$ cat src/rtl/burst_col_seq.sv
module burst_col_seq #(
  parameter int COL_W = 9
) (
  input  logic             clk,
  input  logic             rst_n,
  input  logic [3:0]       mode_word,
  input  logic             start,
  input  logic [COL_W-1:0] start_col,
  input  logic             stop,
  output logic [COL_W-1:0] col_addr,
  output logic             col_valid,
  output logic             col_last,
  output logic             mode_err
);

  logic             active, ilv, full, err;
  logic [COL_W-1:0] base, idx, mask;
  logic [COL_W-1:0] d_mask;
  logic             d_full, d_err;
  logic [COL_W-1:0] step;
  logic             end_beat;

  always_comb begin
    d_mask = '0;
    d_full = 1'b0;
    d_err  = 1'b0;
    case (mode_word[2:0])
      3'b000: d_mask = '0;
      3'b001: d_mask = COL_W'(1);
      3'b010: d_mask = COL_W'(3);
      3'b011: d_mask = COL_W'(7);
      3'b111: if (mode_word[3]) d_err = 1'b1; else d_full = 1'b1;
      default: d_err = 1'b1;
    endcase
  end

  always_ff @(posedge clk) begin
    if (!rst_n) begin
      active <= 1'b0;
      ilv    <= 1'b0;
      full   <= 1'b0;
      err    <= 1'b0;
      base   <= '0;
      idx    <= '0;
      mask   <= '0;
    end else if (start) begin
      active <= 1'b1;
      ilv    <= mode_word[3];
      full   <= d_full;
      err    <= d_err;
      base   <= start_col;
      idx    <= '0;
      mask   <= d_mask;
    end else if (active) begin
      if (col_last) active <= 1'b0;
      else          idx    <= idx + 1'b1;
    end
  end

  assign step      = ilv ? (base ^ idx) : (base + idx);
  assign end_beat  = !full && (idx == mask);
  assign col_addr  = full ? (base + idx) : ((base & ~mask) | (step & mask));
  assign col_valid = active;
  assign col_last  = active && (end_beat || stop);
  assign mode_err  = err;


  last_valid_chk: assert property (@(posedge clk) disable iff (!rst_n)
    col_last |-> col_valid);

  start_first_chk: assert property (@(posedge clk) disable iff (!rst_n)
    start |=> col_valid && col_addr == $past(start_col));

  idle_after_last_chk: assert property (@(posedge clk) disable iff (!rst_n)
    col_last && !start |=> !col_valid);

  page_no_last_chk: assert property (@(posedge clk) disable iff (!rst_n)
    col_valid && full && !stop |-> !col_last);

  err_single_chk: assert property (@(posedge clk) disable iff (!rst_n)
    col_valid && mode_err |-> col_last);

  seq_step_chk: assert property (@(posedge clk) disable iff (!rst_n)
    col_valid && !col_last && !start && !ilv && !full |=>
      ((col_addr - $past(col_addr)) & $past(mask)) == COL_W'(1));

  block_hold_chk: assert property (@(posedge clk) disable iff (!rst_n)
    col_valid && !col_last && !start && !full |=>
      (col_addr & ~$past(mask)) == ($past(col_addr) & ~$past(mask)));

endmodule

$ cat config.mk
export PLATFORM = sky130hd
export DESIGN_NAME = burst_col_seq
export DESIGN_NICKNAME = d
export VERILOG_FILES = /design/src/rtl/burst_col_seq.sv
export SDC_FILE = /design/constraint.sdc
export NUM_CORES = 1
export LEC_CHECK = 0
export CAP_MARGIN = 20
export CORE_MARGIN = 1
export CORE_UTILIZATION = 30
export DETAILED_ROUTE_END_ITERATION = 16
export DONT_BUFFER_PORTS = 1
export PLACE_DENSITY = 0.49
export REMOVE_ABC_BUFFERS = 1
export SETUP_SLACK_MARGIN = 0.5
export SLEW_MARGIN = 20
export SYNTH_ARGS = -nofsm -noshare
export SYNTH_HDL_FRONTEND = slang
export SYNTH_SLANG_ARGS = --single-unit
$ cat constraint.sdc
create_clock -name clk -period 3.8 [get_ports clk]
set_clock_uncertainty 0.05 [all_clocks]
set_input_delay 0.76 -clock clk [delete_from_list [all_inputs] [get_ports clk]]
set_output_delay 0.76 -clock clk [all_outputs]
set_load 0.1 [all_outputs]
Word level (Yosys, flattened, before mapping)
Cells that the tools add are included.

Bits in registers: 31. Input bits: 17. Output and inout port bits: 12.

$add $sub $neg: 2. Equality and inequality tests: 5. Mux-type cells: 10. Bitwise gates (word level): 7. Reduce and logical (&&, ||, !) cells: 8.

Operators with widths (count): 9-bit AND (2); 9-bit 2-to-1 mux (2); 9-bit by 1-bit adder with 9-bit output (second input constant) (1); 9-bit adder (1); 9-bit == test (1); 9-bit inverter (1); 9-bit OR (1); 3-bit one-hot mux with 3 select lines (1); 9-bit bitwise XOR (1); 3-bit by 2-bit == test with 1-bit output (second input constant) (2); 1-bit 2-to-1 mux (6); 4-bit OR reduction (1); 3-bit by 1-bit == test with 1-bit output (second input constant) (1); 3-bit == test (second input constant) (1); 3-bit logical NOT (1); 1-bit logical AND (2); 1-bit inverter (2); 1-bit one-hot mux with 2 select lines (1); 2-bit AND reduction (1); 2-bit OR reduction (1); 1-bit logical NOT (1); 1-bit logical OR (1).

Longest topological paths before layout
Gate-level depths: netlist of the first run.

Depth in word-level cells: 7. Depth in mapped cells: 8. Gate-level depth less buffers: 8.

Worst setup path after synthesis of the first run
Ideal clock, no wire load.

Path kind: register to output. From: register idx[0]. To: output port col_addr[4]. Arrival time: 2.950 ns. Path slack: 0.040 ns. Stages on the path, launching flop included: 9. Path buffers: 0. Path through: dfxtp_1 ha_1 inv_1 fa_1 nor2b_1 o21ai_0 nand2_1 nor2_1 o2bb2ai_1.

Cells in the longest elaborated chain, start to end: 5.

Ends and longest elaborated chain: from (decl) (line 17) `logic [COL_W-1:0] base, idx, mask;`; from (signal assigned) (line 56) `else idx <= idx + 1'b1;`; 9-bit adder (*) (line 60, 62); 9-bit 2-to-1 mux (line 60) `assign step = ilv ? (base ^ idx) : (base + idx);`; 9-bit AND (line 62) `assign col_addr = full ? (base + idx) : ((base & ~mask) | (step & mask));`; 9-bit OR (line 62); 9-bit 2-to-1 mux (*) (line 62); to (decl) (line 10) `output logic [COL_W-1:0] col_addr,`.

Mark *: on every way between the ends. The rest lies on a longest branch, timed or not.

Final worst setup path of the first run
From: register idx[0]. To: output port col_addr[8].

Same word-level chain as after synthesis.

==> results of run 1 <==
-- report_power, final --
| group | internal, W | leakage [nW] | switching [W] | total [W] |
|---|---|---|---|---|
| Sequential | 0.000270 | 0.206 | 0.0000124 | 0.000283 |
| Combinational | 0.0000359 | 0.478 | 0.0000892 | 0.000125 |
| Clock | 0.0000752 | 0.0228 | 0.0000893 | 0.000164 |
| Total | 0.000381 | 0.707 | 0.000191 | 0.000572 |
-- final timing paths --
| kind | start | endpoint | slack [ns] | cells past startpoint |
|---|---|---|---|---|
| hold reg to reg | idx[7]$_SDFFE_PP0P_ | idx[7]$_SDFFE_PP0P_ | 0.49 | 2 |
| setup reg to reg | full$_SDFFE_PN0P_ | idx[8]$_SDFFE_PP0P_ | 2.07 | 6 |
| setup / recovery | idx[0]$_SDFFE_PP0P_ | col_addr[8] | 0.61 | 9 |
| hold / removal | idx[7]$_SDFFE_PP0P_ | idx[7]$_SDFFE_PP0P_ | 0.49 | 2 |
-- repair_timing --
| item | in CTS | in global routing |
|---|---|---|
| endpoints found under the setup margin | 2 | 3 |
| pin swaps | 0 | 1 |
| hold buffers | 0 | 0 |
| resized for setup | 6 | 7 |
-- through the flow --
| stage | std cells | util | setup slack, ns | hold slack (ns) |
|---|---|---|---|---|
| after floorplan | 190 | - | 0.03984 | 0.4313 |
| after global placement | 266 | 0.3443 | 0.5816 | 0.4756 |
| after detailed placement | 266 | 0.3443 | 0.5654 | 0.4798 |
| after CTS | 270 | 0.3564 | 0.5099 | 0.4966 |
| after global routing | 270 | 0.3606 | 0.4553 | 0.5275 |
| final | 270 | 0.3606 | 0.6089 | 0.4893 |
-- logic make-up (layout without fill, tap and decap cells) --
group,Yosys count,in the layout,synth area share
and+or+nand+nor,73,73,0.2250
AOI/OAI and AO/OA,46,46,0.2123
DFF,25,25,0.2970
muxes,16,16,0.09874
buffers and inverters,15,20,0.03638
adders and majority gates,10,10,0.07870
xor gates and xnor gates,10,10,0.05196
-- sequential cells by signal (all words and copies together) (netlist names) --
register	count
col_valid	1
mask	3
mode_err	1
ilv	1
idx	9
full	1
base	9
-- worst max-delay path, cell delays in order, from the launching register on --
cell and delay, ns:
dfxtp_4 0.37, ha_1 0.19, inv_1 0.07, fa_2 0.24, nor2b_4 0.06, o31ai_4 0.26
a211oi_2 0.13, o211a_1 0.23, or3_1 0.37, buf_8 0.19
-- Yosys cell counts (2+ instances only) --
| master | instances |
|---|---|
| a211oi_1 | 3 |
| a21boi_0 | 3 |
| a21oi_1 | 7 |
| a31oi_1 | 2 |
| clkbuf_1 | 3 |
| dfxtp_1 | 25 |
| ha_1 | 9 |
| inv_1 | 10 |
| mux2_2 | 5 |
| mux2i_1 | 11 |
| nand2_1 | 19 |
| nand3_1 | 4 |
| nand3b_1 | 2 |
| nor2_1 | 11 |
| nor2b_1 | 17 |
| nor3_1 | 8 |
| o211ai_1 | 5 |
| o21a_1 | 6 |
| o21ai_0 | 5 |
| o221ai_1 | 2 |
| o2bb2ai_1 | 2 |
| o31ai_1 | 2 |
| or3_1 | 2 |
| or4_1 | 2 |
| xnor2_1 | 6 |
| xor2_1 | 4 |
-- layer usage --
layer  vias to the layer above  global-route usage  share of wire
li1                        714                   -              -
met1                       642              0.1746           0.49
met2                        24              0.2321           0.46
met3                         2             0.03929          0.047
met4                         0             0.02885         0.0038
met5                         -                   0              0
-- cell type report --
| class | count | area, sq um | area share |
|---|---|---|---|
| multi-input combinational | 155 | 1171 | 0.6162 |
| sequential | 25 | 506.7 | 0.2666 |
| tap | 70 | 87.58 | 0.04608 |
| timing repair buffer | 6 | 52.55 | 0.02765 |
| clock buffer | 4 | 45.04 | 0.02370 |
| inverter | 10 | 37.54 | 0.01975 |
==> metrics.md, run 1 <==
| Metric | Value |
|---|---|
| Fin. Hold Viols | `0` |
| First-pass GRT wire length | `6561 um` |
| Final TNS setup | `0 ns` |
| DRT Pass-1 Iters | `4` |
| Most common cell after layout, fill and taps aside | `dfxtp_1` |
| Ports | `29` |
| Row cnt | `26` |
| Clk pin slew, worst setup/hold paths | `0.10 ns` |
| Seq/Total Area, Yosys | `0.2970` |
| Most frequent cells in the layout | `dfxtp_1, nand2_1, nor2b_1` |
| Fraction of post-synthesis cell area in the top cell type by area | `0.2970` |
| Num CTS Buffers | `3` |
| MaxCap Viol Count | `0` |
| Root Driver | `clkbuf_8` |
| HP Class | `flip-flop to flip-flop` |
| Routed WL per cell | `14.45 um` |
| Crit path max fanout | `6` |
| Detailed-route vias per instance | `5.119` |
| Mapped Area | `0.001685 sq mm` |
| Fraction of registers with async set/reset | `0` |
| Syn Inst Count | `195` |
| Final HPWL DP | `2895 um` |
| Synthesized flop and latch total | `25` |
| Worst EP required | `2.99 ns` |
| Vias | `1382` |
| Max VDD drop | `136.3 uV` |
| Overall power | `0.0005721 W` |
| Period utilisation layout | `0.8398` |
| Vias in the first global route | `1313` |
| Critical Path End Type | `output port` |
| Ratio of cells with drive above 1 in the final layout | `0.1600` |
| Fillcell total | `573` |
| Sink Count | `25` |
| Fmax | `313.4 MHz` |
| Slew HR | `0.2736` |
| Syn. warnings | `0` |
| Ys flop type | `dfxtp_1` |
| Drc violations | `0` |
| Leakage power | `0.7072 nW` |
| Arr. time, crit path | `2.38 ns` |
| Worst-margin pin slew | `1.089 ns` |
| Die Wd | `76.95 um` |
| Initial Utilization | `0.3198` |
| RSZ-0062 raised after global routing | `yes` |
| Setup CP Type | `flip-flop to output port` |
| Number of synthesized flops with an enable pin | `0` |
| Fin. max-slew vios | `0` |
| Placed inst area | `0.001814 sq mm` |
| Area Overhead vs Synth | `12.77%` |
| Total grt overflow | `0` |
| # port buffers | `0` |
| CTS tree | `done` |
| Nets@finish | `228` |
| Detailed-route wire length | `3901 um` |
| Setup crit start kind | `flip-flop` |
| Area leader, netlist | `dfxtp_1` |
| GRT Overall Usage | `0.1384` |
| Largest net degree at the start of global routing | `19` |
| Worst-Skew Late Latency | `0.27 ns` |
| Final instance area | `0.001901 sq mm` |
| Mean Syn Cell Area | `8.643 sq um` |
| Leading post-synthesis cells by cell area | `dfxtp_1, ha_1, mux2i_1` |
| Status | `completed` |
| Post-DRT Antenna Nets | `0` |
| Final Wtd Congestion | `0.7638` |
| Power Dens Cells | `301.0 mW/mm^2` |
| Min cycle time layout | `3.191 ns` |
| Htree depth | `1` |
| CTS Buffer Depth | `2` |
| Post-CTS setup buffer count | `0` |
| Setup-failing EPs final | `0` |
| Core area | `0.005270 sq mm` |
| Ant. Diodes | `0` |
| Antenna violations before repair | `0` |
| Unique masters post-synth | `46` |
| Die Area | `0.005921 sq mm` |
| Initial DRC Count | `58` |
| Chip Height | `76.95 um` |
Note: power is estimated with default switching activity, not from simulation.
==> run 2: changes to the inputs <==
PLACE_DENSITY = 0.5   (was 0.49)
clock period = 2.84 ns   (was 3.8 ns; I/O delays follow)
==> run 2 against run 1 <==
- the flow now finishes with violations (negative setup slack)
- power is 44% higher
- first-iteration DRC count is 10% lower
- utilization is 9.2 points higher
- final cell count is 9.6% higher
- combinational power is 74% higher
- sequential share of layout area is 5.4 points lower
- critical path depth stayed put
- die area stayed put
==> metrics.md, run 2 (synthesis results as in run 1) <==
| Metric | Value |
|---|---|
| Total grt overflow | `0 (unchanged)` |
| Post-DRT Antenna Nets | `0 (unchanged)` |
| Final worst slack | `-0.07390 ns (-0.6828 ns)` |
| Worst-margin pin slew | `0.9716 ns (-0.1179 ns)` |
| Die Wd | `76.95 um (unchanged)` |
| Num CTS Buffers | `3 (unchanged)` |
| # port buffers | `0 (unchanged)` |
| Failing checks | `negative setup slack` |
| Reg area | `506.7 sq um (unchanged)` |
| Ports | `29 (unchanged)` |
| DRT Pass-1 Iters | `4 (unchanged)` |
| Worst slack, placed | `0.01557 ns (-0.5498 ns)` |
| Slew HR | `0.3514 (+0.07779)` |
| Final core utilization | `0.4523 (+0.09164)` |
| Worst r2r path cells | `10 (+4)` |
| Worst-Skew Late Latency | `0.27 ns (about the same)` |
| Nets@finish | `254 (+11%)` |
| CTS tree | `done` |
| Max VDD drop | `233.7 uV (+71%)` |
| Detailed-route wire length | `4234 um (+8.5%)` |
| Chip Height | `76.95 um (unchanged)` |
| Ant. Diodes | `0 (unchanged)` |
| GRT Overall Usage | `0.1527 (+0.01437)` |
| Sink Count | `25 (unchanged)` |
| Vias | `1507 (+9.0%)` |
| Min cycle time layout | `2.914 ns` |
| Worst hold path startpoint | `rst_n` |
| Most common cell after layout, fill and taps aside | `dfxtp_1` |
| Final instance area | `0.002384 sq mm (+25%)` |
| Fillcell total | `529 (-7.7%)` |
| Fin. Hold Viols | `0 (unchanged)` |
| Crit path max fanout | `3 (-3)` |
| Status | `complete, but fails checks` |
| CTS Buffer Depth | `2 (unchanged)` |
| FF-to-FF setup slack | `0.81 ns (-1.26 ns)` |
| Placed inst area | `0.001979 sq mm (+9.1%)` |
| Detailed-route vias per instance | `5.091 (-0.53%)` |
| Final TNS setup | `-0.1329 ns (-0.1329 ns)` |
| Largest net degree at the start of global routing | `19 (unchanged)` |
| Final HPWL DP | `2936 um (+1.4%)` |
| Overall power | `0.0008223 W (+44%)` |
| Setup CP Type | `flip-flop to output port` |
| Routed WL per cell | `14.30 um (-1.0%)` |
| Setup crit start kind | `flip-flop` |
| Initial Utilization | `0.3198 (unchanged)` |
| MaxCap Viol Count | `0 (unchanged)` |
| Hold buffers post-CTS | `0 (unchanged)` |
| Worst EP required | `2.22 ns (-0.77 ns)` |
| HP Class | `input pin to flip-flop` |
| Row cnt | `26 (unchanged)` |
| Clk pin slew, worst setup/hold paths | `0.10 ns (about the same)` |
| Arr. time, crit path | `2.30 ns (-0.08 ns)` |
| Power Dens Cells | `345.0 mW/mm^2 (+15%)` |
| Die Area | `0.005921 sq mm (unchanged)` |
| Critical Path End Type | `output port` |
| Period utilisation layout | `1.026` |
| Core area | `0.005270 sq mm (unchanged)` |
| R2R Path End | `idx[8]$_SDFFE_PP0P_` |
| Leakage power | `0.8947 nW (+27%)` |
| Fin. max-slew vios | `0 (unchanged)` |
| Hold path depth | `1 (-1)` |
| Hold endpoint | `full$_SDFFE_PN0P_` |
| Area of the multi-input gates | `0.001333 sq mm (+14%)` |
| Largest registers | `base (9), idx (9), mask (3)` |
| Setup-failing EPs final | `2 (+2)` |
| Ratio of cells with drive above 1 in the final layout | `0.3496 (+0.1896)` |
| First-pass GRT wire length | `7182 um (+9.5%)` |
| Htree depth | `1 (unchanged)` |
| Most frequent cells in the layout | `dfxtp_1, nand2_1, buf_4` |
| Area Overhead vs Synth | `41.43%` |
| Final Wtd Congestion | `0.7375 (-3.4%)` |
| Worst R2R Start | `idx[1]$_SDFFE_PP0P_` |
| Antenna violations before repair | `0 (unchanged)` |
| RSZ-0062 raised after global routing | `yes` |
| Initial DRC Count | `52 (-10%)` |
| Fmax | `343.2 MHz` |
| Drc violations | `0 (unchanged)` |
| Vias in the first global route | `1547 (+18%)` |
| Root Driver | `clkbuf_8` |
## run 2: per-layer routing
| metal | vias to the layer above | global-route usage | part of all wire | wire [um] |
|---|---|---|---|---|
| li1 | 771 | - | - | - |
| met1 | 704 | 0.1875 | 0.47 | 1998 |
| met2 | 28 | 0.2679 | 0.49 | 2058 |
| met3 | 4 | 0.03214 | 0.033 | 138 |
| met4 | 0 | 0.03846 | 0.0094 | 40 |
| met5 | - | 0 | 0 | 0 |
## run 2: worst max-delay path by stage
stage	start	end	slack, ns	depth (start not counted)
final	idx[0]$_SDFFE_PP0P_	col_addr[8]	-0.07	9
after global routing	idx[0]$_SDFFE_PP0P_	col_addr[8]	-0.15	9
after CTS	idx[0]$_SDFFE_PP0P_	col_addr[8]	-0.12	9
after detailed placement	idx[0]$_SDFFE_PP0P_	col_addr[8]	0.02	9
after global placement	base[0]$_SDFFE_PN0P_	col_addr[8]	0.06	9
after floorplan	idx[0]$_SDFFE_PP0P_	col_addr[4]	-0.73	8
## run 2: layout make-up
cell class,instances,area share
multi-input cells,155,0.5591
flip-flops and latches,25,0.2126
repair buffers,32,0.1554
well taps,70,0.03675
clock buffers,3,0.01732
inverters,10,0.01575
clock inverters,1,0.003150
## run 2: through the flow
stage | instances | hold slack, ns
after floorplan | 190 | 0.4313
after global placement | 278 | 0.4820
after detailed placement | 278 | 0.4818
after CTS | 292 | 0.3536
after global routing | 296 | 0.3539
final | 296 | 0.3646
## run 2: worst max-delay path, stage by stage, from the launching register on
cell,delay [ns]
dfxtp_2,0.35
ha_4,0.16
inv_2,0.05
fa_2,0.23
nor2b_4,0.06
o31ai_4,0.24
a211oi_2,0.13
o211a_1,0.23
or3_4,0.39
buf_12,0.17
## run 2: power by group
group | internal, W | switching (W)
registers | 0.000363 | 0.0000202
clock network | 0.0000995 | 0.000123
logic | 0.0000871 | 0.000130
## run 2: repair_timing
| action | in CTS | in global routing |
|---|---|---|
| buffers inserted | 10 | 4 |
| endpoints found under the setup margin | 9 | 9 |
| hold endpoints to repair | 0 | 0 |
| pin swaps | 19 | 15 |
| resized for setup | 43 | 11 |
